===== config.mk =====
export PLATFORM = sky130hd
export DESIGN_NAME = chkbist_top
export DESIGN_NICKNAME = d
export VERILOG_FILES = /design/src/rtl/chkbist_pkg.sv /design/src/rtl/chkbist_rom.sv /design/src/rtl/chkbist_exec_stage.sv /design/src/rtl/chkbist_march.sv /design/src/rtl/chkbist_top.sv
export SDC_FILE = /design/constraint.sdc
export NUM_CORES = 1
export LEC_CHECK = 0
export BUFFER_PORTS_ARGS = -buffer_cell sky130_fd_sc_hd__buf_4
export CORE_MARGIN = 2
export CORE_UTILIZATION = 45
export CTS_CLUSTER_DIAMETER = 30
export DETAILED_ROUTE_END_ITERATION = 7
export GPL_ROUTABILITY_DRIVEN = 1
export GPL_TIMING_DRIVEN = 0
export MAX_ROUTING_LAYER = met4
export PLACE_DENSITY = 0.66
export SLEW_MARGIN = 40
export SYNTH_ARGS = -nofsm -noshare
export SYNTH_HDL_FRONTEND = slang
export SYNTH_SLANG_ARGS = --single-unit

===== constraint.sdc =====
create_clock -name clk -period 5.3 [get_ports clk]
set_clock_uncertainty 0.15 [all_clocks]
set_input_delay 0.53 -clock clk [delete_from_list [all_inputs] [get_ports clk]]
set_output_delay 0.53 -clock clk [all_outputs]
set_load 0.01 [all_outputs]

===== src/rtl/chkbist_pkg.sv =====
package chkbist_pkg;
   localparam int DW   = 16;
   localparam int NVEC = 16;
   localparam int IXW  = $clog2(NVEC);

   typedef enum logic [2:0] {
      OP_ADD = 3'd0, OP_SUB = 3'd1, OP_AND = 3'd2, OP_OR = 3'd3,
      OP_XOR = 3'd4, OP_SLL = 3'd5, OP_SRL = 3'd6, OP_PSB = 3'd7
   } op_e;

   typedef struct packed {
      op_e           op;
      logic [DW-1:0] a;
      logic [DW-1:0] b;
      logic [DW-1:0] pred;
      logic          xfail;
   } vec_t;

   function automatic logic [DW-1:0] alu_eval(op_e op, logic [DW-1:0] a, logic [DW-1:0] b);
      case (op)
         OP_ADD:  return a + b;
         OP_SUB:  return a - b;
         OP_AND:  return a & b;
         OP_OR:   return a | b;
         OP_XOR:  return a ^ b;
         OP_SLL:  return a << b[3:0];
         OP_SRL:  return a >> b[3:0];
         default: return b;
      endcase
   endfunction

   function automatic vec_t mk(op_e op, logic [DW-1:0] a, logic [DW-1:0] b,
                               logic [DW-1:0] p, logic x);
      vec_t v;
      v.op = op; v.a = a; v.b = b; v.pred = p; v.xfail = x;
      return v;
   endfunction

   // constant vector table; entries 10, 11, 13, 15 carry corrupted predictions
   function automatic vec_t rom_entry(logic [IXW-1:0] i);
      case (i)
         4'd0:  return mk(OP_ADD, 16'h1234, 16'h0F0F, 16'h2143, 1'b0);
         4'd1:  return mk(OP_ADD, 16'hFFFF, 16'h0001, 16'h0000, 1'b0);
         4'd2:  return mk(OP_SUB, 16'h1000, 16'h0001, 16'h0FFF, 1'b0);
         4'd3:  return mk(OP_SUB, 16'h0000, 16'h0001, 16'hFFFF, 1'b0);
         4'd4:  return mk(OP_AND, 16'hF0F0, 16'h3C3C, 16'h3030, 1'b0);
         4'd5:  return mk(OP_OR,  16'hF000, 16'h000F, 16'hF00F, 1'b0);
         4'd6:  return mk(OP_XOR, 16'hAAAA, 16'hFFFF, 16'h5555, 1'b0);
         4'd7:  return mk(OP_SLL, 16'h0001, 16'h0004, 16'h0010, 1'b0);
         4'd8:  return mk(OP_SRL, 16'h8000, 16'h000F, 16'h0001, 1'b0);
         4'd9:  return mk(OP_PSB, 16'h1111, 16'hBEEF, 16'hBEEF, 1'b0);
         4'd10: return mk(OP_ADD, 16'h0001, 16'h0001, 16'h0003, 1'b1);
         4'd11: return mk(OP_SUB, 16'h5555, 16'h5555, 16'h0001, 1'b1);
         4'd12: return mk(OP_AND, 16'hFFFF, 16'h00FF, 16'h00FF, 1'b0);
         4'd13: return mk(OP_XOR, 16'h1234, 16'h1234, 16'h8000, 1'b1);
         4'd14: return mk(OP_SLL, 16'h00FF, 16'h0008, 16'hFF00, 1'b0);
         default: return mk(OP_SRL, 16'h00FF, 16'h0004, 16'h0F0F, 1'b1);
      endcase
   endfunction
endpackage


===== src/rtl/chkbist_rom.sv =====
module chkbist_rom
   import chkbist_pkg::*;
(
   input  logic [IXW-1:0] idx,
   output vec_t           vec
);
   assign vec = rom_entry(idx);
endmodule


===== src/rtl/chkbist_exec_stage.sv =====
module chkbist_exec_stage
   import chkbist_pkg::*;
(
   input  logic          clk,
   input  logic          rst_n,
   input  logic          stall,
   input  logic          sel_tst,
   input  logic          tst_vld,
   input  vec_t          tst_vec,
   input  logic          core_vld,
   input  logic [2:0]    core_op,
   input  logic [DW-1:0] core_a,
   input  logic [DW-1:0] core_b,
   input  logic [DW-1:0] core_pred,
   output logic          lat_vld,
   output logic          lat_tst,
   output logic          lat_err,
   output logic          lat_xfail
);
   vec_t lat_q;

   always_ff @(posedge clk) begin
      if (!rst_n) begin
         lat_vld <= 1'b0;
         lat_tst <= 1'b0;
         lat_q   <= '0;
      end else if (!stall) begin
         if (sel_tst) begin
            lat_vld <= tst_vld;
            lat_tst <= 1'b1;
            lat_q   <= tst_vec;
         end else begin
            lat_vld <= core_vld;
            lat_tst <= 1'b0;
            lat_q   <= mk(op_e'(core_op), core_a, core_b, core_pred, 1'b0);
         end
      end
   end

   assign lat_err   = lat_vld && (alu_eval(lat_q.op, lat_q.a, lat_q.b) != lat_q.pred);
   assign lat_xfail = lat_q.xfail;
endmodule


===== src/rtl/chkbist_march.sv =====
module chkbist_march #(
   parameter int DEPTH = 16,
   parameter int MW    = 8
) (
   input  logic clk,
   input  logic rst_n,
   input  logic go,
   output logic last,
   output logic mem_fail
);
   localparam int AW = $clog2(DEPTH);
   localparam logic [AW-1:0] ATOP = AW'(DEPTH - 1);

   typedef enum logic [1:0] {M_IDLE, M_WZ, M_UP, M_DN} mph_e;

   mph_e            ph;
   logic [AW-1:0]   addr;
   logic [MW-1:0]   mem [DEPTH];
   logic [MW-1:0]   rd;
   logic            mism;

   assign rd   = mem[addr];
   assign mism = ((ph == M_UP) && (rd != '0)) || ((ph == M_DN) && (rd != '1));
   assign last = (ph == M_DN) && (addr == '0);

   always_ff @(posedge clk) begin
      if (ph != M_IDLE) mem[addr] <= (ph == M_UP) ? '1 : '0;
   end

   always_ff @(posedge clk) begin
      if (!rst_n) begin
         ph       <= M_IDLE;
         addr     <= '0;
         mem_fail <= 1'b0;
      end else begin
         if (mism) mem_fail <= 1'b1;
         case (ph)
            M_IDLE: if (go) begin
               ph       <= M_WZ;
               addr     <= '0;
               mem_fail <= 1'b0;
            end
            M_WZ: if (addr == ATOP) begin ph <= M_UP; addr <= '0; end
                  else addr <= addr + 1'b1;
            M_UP: if (addr == ATOP) ph <= M_DN;
                  else addr <= addr + 1'b1;
            default: if (addr == '0) ph <= M_IDLE;
                     else addr <= addr - 1'b1;
         endcase
      end
   end
endmodule


===== src/rtl/chkbist_top.sv =====
module chkbist_top
   import chkbist_pkg::*;
#(
   parameter int MEM_DEPTH = 16,
   parameter int MEM_W     = 8
) (
   input  logic           clk,
   input  logic           rst_n,
   input  logic           start,
   input  logic           stall,
   input  logic           core_valid,
   input  logic [2:0]     core_op,
   input  logic [DW-1:0]  core_a,
   input  logic [DW-1:0]  core_b,
   input  logic [DW-1:0]  core_pred,
   output logic           chk_valid,
   output logic           chk_err,
   output logic           busy,
   output logic           done,
   output logic           fail,
   output logic [IXW-1:0] fail_idx,
   output logic           mem_fail
);
   localparam logic [IXW:0] IDX_END = (IXW+1)'(NVEC);

   generate
      if (MEM_DEPTH < 2 || (MEM_DEPTH & (MEM_DEPTH - 1)) != 0) begin : g_bad_depth
         $error("MEM_DEPTH must be a power of two of at least 2");
      end
      if (MEM_W < 1) begin : g_bad_width
         $error("MEM_W must be positive");
      end
   endgenerate

   typedef enum logic [1:0] {S_IDLE, S_VEC, S_MARCH, S_FIN} st_e;

   st_e            st;
   logic [IXW:0]   idx;
   logic [IXW-1:0] lidx;
   vec_t           rom_vec;
   logic           tst_vld, lat_vld, lat_tst, lat_err, lat_xfail;
   logic           m_go, m_last;

   assign busy    = (st == S_VEC) || (st == S_MARCH);
   assign done    = (st == S_FIN);
   assign tst_vld = (st == S_VEC) && (idx != IDX_END);
   assign m_go    = (st == S_VEC) && (idx == IDX_END) && !stall;

   chkbist_rom u_rom (.idx(idx[IXW-1:0]), .vec(rom_vec));

   chkbist_exec_stage u_stage (
      .clk(clk), .rst_n(rst_n), .stall(stall), .sel_tst(busy),
      .tst_vld(tst_vld), .tst_vec(rom_vec),
      .core_vld(core_valid), .core_op(core_op), .core_a(core_a),
      .core_b(core_b), .core_pred(core_pred),
      .lat_vld(lat_vld), .lat_tst(lat_tst), .lat_err(lat_err), .lat_xfail(lat_xfail)
   );

   chkbist_march #(.DEPTH(MEM_DEPTH), .MW(MEM_W)) u_march (
      .clk(clk), .rst_n(rst_n), .go(m_go), .last(m_last), .mem_fail(mem_fail)
   );

   assign chk_valid = lat_vld && !lat_tst;
   assign chk_err   = chk_valid && lat_err;

   always_ff @(posedge clk) begin
      if (!rst_n) begin
         st       <= S_IDLE;
         idx      <= '0;
         lidx     <= '0;
         fail     <= 1'b0;
         fail_idx <= '0;
      end else begin
         case (st)
            S_VEC: if (!stall) begin
               if (lat_vld && lat_tst && (lat_err != lat_xfail) && !fail) begin
                  fail     <= 1'b1;
                  fail_idx <= lidx;
               end
               if (idx == IDX_END) st <= S_MARCH;
               else begin
                  lidx <= idx[IXW-1:0];
                  idx  <= idx + 1'b1;
               end
            end
            S_MARCH: if (m_last) st <= S_FIN;
            default: if (start) begin
               st       <= S_VEC;
               idx      <= '0;
               fail     <= 1'b0;
               fail_idx <= '0;
            end
         endcase
      end
   end
endmodule


# Word-level counts from Yosys, hierarchy flattened
# Memories as Yosys holds them, arrays and structs flattened. A register that Yosys moved wholly into a read port is not among the register bits.
# Index checks and enable logic that the tools add are counted.
[totals]
reg_bits = 77
mem_bits_rw = 128
rom_bits = 832
word_cells = 130
memories = 2
[memory_table]
columns = ["name", "depth", "width", "rd", "rd_ports_with_merged_regs", "wr", "line", "source"]
rows = [
  ["(no name shown)", 16, 52, 1, 1, 0, "chkbist_pkg.sv:41", "case (i)"],
  ["u_march.mem", 16, 8, 1, 1, 1, "chkbist_march.sv:18", "logic [MW-1:0] mem [DEPTH];"],
]
[classes]
n_addsub = 5
eq_ne = 28
shifts = 2
mux = 41
bitwise = 6
reduce_logical = 31
[ops]
columns = ["cell", "count"]
rows = [
  ["$pmux 16 s7", 1],
  ["$mux 52", 1],
  ["$mux 4", 11],
  ["$add 16x16->16", 1],
  ["$and 16x16->16", 1],
  ["$mux 2", 8],
  ["$ne 16x16->1", 1],
  ["$or 16x16->16", 1],
  ["$reduce_and 4->1", 4],
  ["$shl 16x4->16", 1],
  ["$shr 16x4->16", 1],
  ["$sub 16x16->16", 1],
  ["$xor 16x16->16", 1],
  ["$mux 5", 3],
  ["$logic_and 1x1->1", 12],
  ["$ne 2x2->1 const B", 6],
  ["$pmux 4 s3", 1],
  ["$mux 1", 10],
  ["$pmux 5 s2", 1],
  ["$eq 3x3->1 const B", 3],
  ["$eq 2x2->1 const B", 4],
  ["$mux 8", 1],
  ["$ne 8x8->1 const B", 1],
  ["$pmux 4 s2", 1],
  ["26 further kinds", 37],
]

# Depth between registers and ports, before layout
# Gate-level depths: netlist of the first run.
[depth]
depth_word = 10
depth_mapped = 24
ltp_nobuf = 19

# By module
# From an unflattened synthesis of the first run, not the netlist that was laid out.
[hier_totals]
hier_cells = 1259
area_unflattened_um2 = 10109.7
[modules_own_cells]
columns = ["module", "n_inst", "cells_per_inst", "area_each_um2", "seq_area_each_um2"]
rows = [
  ["chkbist_exec_stage", 1, 876, 6870.3, 1081.0],
  ["chkbist_march", 1, 131, 1417.6, 700.7],
  ["chkbist_top", 1, 96, 913.4, 320.3],
  ["chkbist_rom", 1, 156, 908.4, 0.0],
]

# Worst setup path before layout of the first run
# No wires, ideal clock.
[synth_timing]
path_type = "register to register"
startpoint = "reg u_stage.lat_q[17] (netlist name)"
endpoint = "reg fail_idx[0]"
setup_time_ns = 0.073
t_arrival_ns = 5.251
required_time_ns = 5.077
slack_ns = -0.175
path_stages_with_launch = 24
path_cell_list = "dfxtp_1 > buf_6 > buf_2 > buf_1 > inv_2 > buf_1 > ha_1 > nand2_1 > nor3_1 > a31oi_1 > xnor2_1 > ha_1 > clkbuf_1 > a21oi_1 > a21boi_0 > nand2_1 > o311ai_0 > mux2i_1 > o211ai_1 > or4_4 > or3_1 > buf_2 > and2_4 > o211ai_2"
[synth_via]
elab_chain_cells = 9
[synth_rtl]
columns = ["item", "line", "source"]
rows = [
  ["from (decl)", "chkbist_exec_stage.sv:20", "vec_t lat_q;"],
  ["from (signal assigned)", "chkbist_exec_stage.sv:31", "lat_q <= tst_vec;"],
  ["from (signal assigned)", "chkbist_exec_stage.sv:35", "lat_q <= mk(op_e'(core_op), core_a, core_b, core_pred, 1'b0);"],
  ["$sub 16x16->16 (tied with other cells)", "chkbist_pkg.sv:22", "OP_SUB: return a - b;"],
  ["$pmux 16 s7 *", "chkbist_pkg.sv:20", "case (op)"],
  ["$ne 16x16->1 *", "chkbist_exec_stage.sv:40", "assign lat_err = lat_vld && (alu_eval(lat_q.op, lat_q.a, lat_q.b) != lat_q.pred);"],
  ["$logic_and 1x1->1 *", "chkbist_exec_stage.sv:40", ""],
  ["$ne 1x1->1 *", "chkbist_top.sv:76", "if (lat_vld && lat_tst && (lat_err != lat_xfail) && !fail) begin"],
  ["$logic_and 1x1->1 * (2 in series)", "chkbist_top.sv:76", ""],
  ["$ne 2x1->1 (no line) *", "n/a", ""],
  ["$reduce_and 4->1 (no line) *", "n/a", ""],
  ["to (signal assigned)", "chkbist_top.sv:78", "fail_idx <= lidx;"],
  ["to (decl)", "chkbist_top.sv:21", "output logic [IXW-1:0] fail_idx,"],
]
# Every way passes the cells marked *; elsewhere a longest branch is shown, timed or not.
# A chain may end at the register's enable or synchronous reset.

# Final worst setup path of the first run
[layout_timing]
startpoint = "reg u_stage.lat_q[17] (netlist name)"
endpoint = "out chk_err"
[layout_via]
elab_chain_cells = 5
[layout_rtl]
columns = ["item", "line", "source"]
rows = [
  ["$sub 16x16->16 (tied with other cells)", "chkbist_pkg.sv:22", ""],
  ["$pmux 16 s7 *", "chkbist_pkg.sv:20", ""],
  ["$ne 16x16->1 *", "chkbist_exec_stage.sv:40", ""],
  ["$logic_and 1x1->1 *", "chkbist_exec_stage.sv:40", ""],
  ["$logic_and 1x1->1 *", "chkbist_top.sv:64", "assign chk_err = chk_valid && lat_err;"],
  ["to (decl)", "chkbist_top.sv:17", "output logic chk_err,"],
]
# Marks and branches as above.

==> metrics.csv, run 1 <==
metric,value,unit
run status,"complete, but fails checks",
violated checks,negative setup slack,
net count reported at finish,1494,
sequential cell area,3114,sq um
"Hold Vio Cnt, Final",0,
P per Cell Area,451.6,nW/um^2
port bufs,64,
standard-cell rows,56,
worst slew margin relative to its limit,41.74,%
hold buffers post-CTS,0,
GRT Residual Overflow,0,
clock latency at the later pin of the worst-skew pair,0.42,ns
fraction of post-synthesis cell area in the top cell type by area,24.35,%
Mapped Cells,1265,
cells along the critical path,or4_4 -> or3_4 -> o41ai_4 -> xnor2_2 -> ha_1 -> clkbuf_8 -> buf_6 -> buf_6 -> a31oi_4 -> xnor2_2 -> a211oi_2 -> mux2i_1 -> o211ai_1 -> or4_4 -> o21a_1 -> buf_6,
sum of negative setup slack,-0.1352,ns
GRT Resource Usage Total,31.51,%
#FFs+latches synth,147,
family of cells with the greatest summed delay on the critical path,simple AND/OR/NAND/NOR gates,
"buffers from clock root to sink, at most",2,
drt drc,0,
leak pwr,5.253,nW
top_reg_cell synth,dfxtp_1,
multi-input logic area,7378,sq um
routed wire length,39730,um
kind of path behind the tightest hold check,primary input to flop,
vertical die dimension,158.7,um
number of enable-type register cells in the synthesized netlist,16,
clk root buf,clkbuf_16,
Max Fanout on Critical Path,8,
time the final worst path needs with I/O delays and setup,5.435,ns
synthesized netlist net count,1393,
unrepaired setup endpoints after global routing,true,
count of antenna diodes in the layout,0,
via count of the first global-routing pass,10069,
floorplan core area,23470,sq um
starting utilization of the core area,45.89,%
clock-pin slew of the registers on the worst-case setup and hold paths,0.07,ns
placed cells,1649,
DRC violation total after the first TritonRoute iteration,1386,
peak supply drop,0.2926,mV
"Buf+Inv Stages, Crit Path",4,
most frequent cell on the critical path,buf_6,
maximum number of pins on one net before global-route repair,23,
fraction of registers with async set or reset after synthesis,0,%
first-pass GRT wire length,59920,um
worst setup timing slack at the placement stage,-1.396,ns
"Cell Count, Final, Fillers Out",1698,
overall die width,158.7,um
r2r setup slk,0.07,ns
"Slew Viols, Final",0,
number of levels in the clock H-tree,4,
average footprint of a synthesized cell,8.515,sq um
share of the clock period used by the worst path,102.6,%
number of detailed-routing iterations run before antenna repair,5,
leading area contributor after synthesis,dfxtp_1,
area enclosed by the die boundary,25190,sq um
area of the mapped netlist,10770,sq um
placer congestion estimate,1.070,
setup ws final,-0.1352,ns
final non-filler cell area,12870,sq um
CP peak stage delay,0.57,ns
average via count per standard cell,6.345,
Max Cap Viol,0,
HPWL reported at the end of detailed placement,30040,um
hold_ws,0.2639,ns
critical path launch point type,flop,
class of the most critical setup path,flop to output pin,
number of antenna-violating nets in the routed design,0,
filler instances,2210,
layout cell share with drive strength beyond 1,18.49,%
"most common cell after layout, fill and taps aside",dfxtp_1,
total via count in the routed design,10773,
TritonCTS Buffers,17,
worst-path cell with the longest stage delay,or4_4,
critical path data required time,4.62,ns
sequential area share after synthesis,28.81,%
TritonCTS clock tree,done,
antenna violations before repair,0,
post-detailed-placement cell area,11660,sq um
Max Clk Rate,184.0,MHz
number of warnings printed during yosys synthesis,0,
IO Pins,66,
slew of the pin with the lowest slew margin,0.8622,ns
Critical Path AT,4.76,ns
post-layout utilization of the core,54.85,%
total setup violations reported at the end of the flow,1,
average routed wire per standard cell,23.40,um
Final Total Pwr,5.813,mW
clk sink count,147,
Unique masters post-synth,84,
synth-to-layout area growth,19.51,%
Synth area leaders,"dfxtp_1 24%, ha_1 8.2%, mux2i_1 5.0%",
"commonest cells after routing, fill and taps aside","126 x dfxtp_1, 98 x nand2_1, 90 x buf_4, 83 x nor2_1, 71 x a21oi_1",
sort of element at the end of the critical path,output pin,
synthesized netlist by cell type (5+ instances only):
cell type and n:
a211o_1 5, a211oi_1 69, a21boi_0 7, a21o_1 14, a21oi_1 76, a22o_1 5, a22oi_1 11, a2bb2oi_1 7
a31oi_1 14, and2_1 5, and3_1 15, buf_1 13, clkbuf_1 77, dfxtp_1 131, edfxtp_1 16, ha_1 71
inv_1 59, mux2_2 19, mux2i_1 54, mux4_2 20, nand2_1 100, nand2b_1 16, nand3_1 35, nand4_1 6
nor2_1 87, nor2b_1 45, nor3_1 24, nor3b_1 9, nor4_1 7, o211a_1 25, o211ai_1 14, o21a_1 5
o21ai_0 54, o22ai_1 13, o2bb2ai_1 7, or2_2 5, or3_1 6, xnor2_1 18, xor2_1 8
metal layers:
| layer | wire length (um) | up-vias | part of all wire (%) | global-route usage [%] |
|---|---|---|---|---|
| met3 | 4096 | 97 | 10 | 6.505 |
| met5 | 0 | - | 0 | - |
| li1 | - | 4892 | - | - |
| met1 | 16780 | 5099 | 42 | 42.80 |
| met4 | 1373 | 0 | 3.5 | 10.51 |
| met2 | 17480 | 685 | 44 | 46.76 |
path summary, 6_finish.rpt:
check | startpoint | end | cells past startpoint
max | u_stage.lat_q[17] | chk_err | 16
max reg2reg | u_stage.lat_q[17] | fail_idx[2] | 19
min | core_pred[9] | u_stage.lat_q[10] | 3
min reg2reg | idx[4] | idx[4] | 2
power breakdown:
part	internal (mW)	switching [mW]	total, mW
Sequential	1.24	0.204	1.44
Clock	0.717	0.527	1.24
Combinational	1.29	1.83	3.13
Total	3.25	2.56	5.81
cell families after synthesis:
logic type	synth area share [%]
fa+ha+maj	8.433
simple gates	17.70
xor+xnor	2.114
buf+inv	5.796
flops	28.81
compound gates	25.47
mux	11.67
worst register-to-register path, delay by kind of cell (launching register included):
family,cells,cell delay [ns]
xor+xnor,2,0.23
compound gates,5,1.08
flops,1,0.39
simple gates,5,2.03
fa+ha+maj,1,0.34
buf+inv,5,0.72
mux,1,0.23
final cells by class:
cell class                 count  share of cell area (%)
clock buffer                  17                   3.304
buffer                        86                   3.246
multi-input combinational    957                   57.31
clock inverter                15                   1.448
tap                          319                   3.100
timing repair buffer          92                   5.433
sequential                   147                   24.19
inverter                      65                   1.963
state kept, by name (all words and copies together), names as in the netlist, named ones only:
register and flops:
u_march.addr 4, idx 5, u_stage.lat_tst 1, lidx 4, u_rom.vec 50, u_march.mem 16
st 2, u_stage.lat_vld 1, u_march.ph 2, fail_idx 4, u_march.mem_fail 1, u_stage.lat_q 51
fail 1, u_stage.lat_xfail 1
what timing repair did:
item,in CTS,in global routing
resized for setup,76,51
gates cloned,0,0
endpoints found under the setup margin,6,6
pin swaps,22,22
buffers inserted,17,9
(Power assumes the default switching activity.)
==> inputs of run 2 (changes only) <==
HOLD_SLACK_MARGIN = 0.02   (was default)
RECOVER_POWER = 100   (was default)
==> metrics.csv, run 2 (synthesized netlist as in run 1, its figures left out) <==
metric,value,unit,change
vertical die dimension,158.7,um,unchanged
Net Sw Power,2.559,mW,-0.13%
Min-Delay Path Depth,3,,unchanged
cells along the critical path,or4_4 -> or3_4 -> o41ai_4 -> xnor2_2 -> ha_1 -> clkbuf_8 -> buf_6 -> buf_6 -> a31oi_4 -> xnor2_2 -> a211oi_2 -> mux2i_1 -> o211ai_1 -> or4_4 -> o21a_1 -> buf_6,,
number of antenna-violating nets in the routed design,0,,unchanged
HPWL reported at the end of detailed placement,30040,um,unchanged
GRT Resource Usage Total,31.51,%,unchanged
floorplan core area,23470,sq um,unchanged
part of the total power dissipated in the clock network,21.4,%,about the same
family of cells with the greatest summed delay on the critical path,simple AND/OR/NAND/NOR gates,,
violated checks,negative setup slack,,
sort of element at the end of the critical path,output pin,,
net count reported at finish,1494,,unchanged
port bufs,64,,unchanged
clock latency at the later pin of the worst-skew pair,0.42,ns,about the same
average routed wire per standard cell,23.45,um,+0.23%
r2r setup slk,0.04,ns,-0.03 ns
clock-pin slew of the registers on the worst-case setup and hold paths,0.07,ns,about the same
met1 track demand over resource,42.80,%,unchanged
total setup violations reported at the end of the flow,1,,unchanged
total via count in the routed design,10819,,+0.43%
critical path launch point type,flop,,
layout cell share with drive strength beyond 1,17.77,%,-0.73 points
design internal power,3.243,mW,-0.24%
TritonCTS Buffers,17,,unchanged
area enclosed by the die boundary,25190,sq um,unchanged
hold worst-path end,u_stage.lat_q[10],,
synth-to-layout area growth,19.19,%,
post-detailed-placement cell area,11660,sq um,unchanged
filler instances,2220,,+0.45%
placer congestion estimate,1.070,,unchanged
"commonest cells after routing, fill and taps aside","126 x dfxtp_1, 98 x nand2_1, 83 x nor2_1, 81 x buf_4, 78 x clkbuf_1",,
critical path data required time,4.62,ns,about the same
top register by number of flip-flops,u_stage.lat_q,,
peak supply drop,0.2926,mV,about the same
kind of path behind the tightest hold check,primary input to flop,,
via count of the first global-routing pass,10069,,unchanged
routed wire length,39820,um,+0.23%
Max Fanout on Critical Path,8,,unchanged
worst hold start,core_pred[9],,
TritonCTS clock tree,done,,
time the final worst path needs with I/O delays and setup,5.439,ns,+0.003966 ns
unrepaired setup endpoints after global routing,true,,
CP peak stage delay,0.57,ns,about the same
reg-to-reg critical path endpoint,fail_idx[2],,
average via count per standard cell,6.372,,+0.43%
number of levels in the clock H-tree,4,,unchanged
maximum number of pins on one net before global-route repair,23,,unchanged
standard-cell rows,56,,unchanged
most frequent cell on the critical path,buf_6,,
setup ws final,-0.1391,ns,-0.003966 ns
M2 GR Usage,46.76,%,unchanged
number of detailed-routing iterations run before antenna repair,6,,+1
Critical Path AT,4.76,ns,about the same
clk root buf,clkbuf_16,,
class of the most critical setup path,flop to output pin,,
slew of the pin with the lowest slew margin,0.8697,ns,+0.007477 ns
"flip-flop count of the largest register, all copies and words added",51,,unchanged
"Slew Viols, Final",0,,unchanged
Switching Share,44.11,%,about the same
"buffers from clock root to sink, at most",2,,unchanged
most used routing layer in global routing,met2,,
IO Pins,66,,unchanged
"Buf+Inv Stages, Crit Path",4,,unchanged
share of the clock period used by the worst path,102.6,%,about the same
worst slew margin relative to its limit,41.23,%,-0.51 points
DRC violation total after the first TritonRoute iteration,1353,,-2.4%
overall die width,158.7,um,unchanged
leak pwr,5.213,nW,-0.77%
Max Clk Rate,183.9,MHz,about the same
hold_ws,0.2654,ns,+0.001439 ns
first-pass GRT wire length,59920,um,unchanged
"Hold Vio Cnt, Final",0,,unchanged
register share of total power,24.9,%,about the same
antenna violations before repair,0,,unchanged
worst-path cell with the longest stage delay,or4_4,,
routing usage on met3,6.505,%,unchanged
final non-filler cell area,12840,sq um,-0.27%
clk sink count,147,,unchanged
hold buffers post-CTS,0,,unchanged
Reg2Reg Depth,19,,unchanged
GRT Residual Overflow,0,,unchanged
Max Cap Viol,0,,unchanged
drt drc,0,,unchanged
count of antenna diodes in the layout,0,,unchanged
startpoint of the lowest-slack register-to-register path,u_stage.lat_q[17],,
number of gates on the worst path with buffers counted,16,,unchanged
starting utilization of the core area,45.89,%,unchanged
run status,"complete, but fails checks",,
P per Cell Area,451.9,nW/um^2,about the same
"most common cell after layout, fill and taps aside",dfxtp_1,,
Gate power share,53.7,%,about the same
run 2: what timing repair did:
item | CTS | global route
buffers inserted | 17 | 9
resized for setup | 76 | 51
endpoints found under the hold margin | 0 | 0
pin swaps | 22 | 22
cloned | 0 | 0
endpoints found under the setup margin | 6 | 6
run 2: layer usage:
metal	part of all wire (%)	up-vias	wire length [um]
met5	0	-	0
met3	11	94	4384
met1	42	5116	16610
li1	-	4901	-
met4	3.5	0	1374
met2	44	708	17460
run 2: cell type report:
type	count	area [sq um]	share of cell area (%)
multi-input combinational	957	7378	57.47
sequential	147	3114	24.26
timing repair buffer	92	664.4	5.175
clock buffer	17	425.4	3.314
buffer	86	417.9	3.255
tap	319	399.1	3.109
inverter	65	252.7	1.969
clock inverter	15	186.4	1.452
run 2: worst max path at each step:
stage	from	to	slack [ns]
6_report	u_stage.lat_q[17]	chk_err	-0.14
5_1_grt	u_stage.lat_q[18]	chk_err	-0.21
4_1_cts	u_stage.lat_q[18]	chk_err	-0.22
3_5_place_dp	u_stage.lat_q[17]	fail_idx[2]	-1.40
3_3_place_gp	u_stage.lat_q[17]	fail_idx[0]	-1.31
2_1_floorplan	u_stage.lat_q[17]	fail_idx[0]	0.001
run 2: worst reg2reg max path: stages, from the launching register on:
cell,delay [ns]
dfxtp_4,0.39
or4_4,0.57
or3_4,0.37
o41ai_4,0.26
xnor2_2,0.12
ha_1,0.34
clkbuf_8,0.16
buf_6,0.12
buf_6,0.11
a31oi_4,0.22
xnor2_2,0.11
a211oi_2,0.33
mux2i_1,0.23
o211ai_1,0.12
or4_4,0.57
buf_4,0.17
or3_1,0.33
clkbuf_2,0.16
and2_4,0.20
o211ai_2,0.16
run 2: per-stage QoR:
stage | utilization [%] | setup TNS (ns) | worst slack, ns | std cells | total power [mW]
4_1_cts | 53.85 | -0.2203 | -0.2203 | 1693 | 5.545
6_report | 54.70 | -0.1391 | -0.1391 | 1698 | 5.802
3_5_place_dp | 49.67 | -8.251 | -1.396 | 1649 | 4.034
2_1_floorplan | - | 0 | 0.001201 | 1265 | 3.225
3_3_place_gp | 49.64 | -7.733 | -1.310 | 1648 | 4.018
5_1_grt | 54.70 | -0.2494 | -0.2066 | 1698 | 6.072
run 2: power by group through the flow:
stage          clock, mW  combinational [mW]  sequential, mW
2_1_floorplan          0                1.88            1.34
3_3_place_gp           0                2.59            1.43
3_5_place_dp           0                2.60            1.43
4_1_cts             1.26                2.87            1.42
5_1_grt             1.31                3.32            1.44
6_report            1.24                3.11            1.44
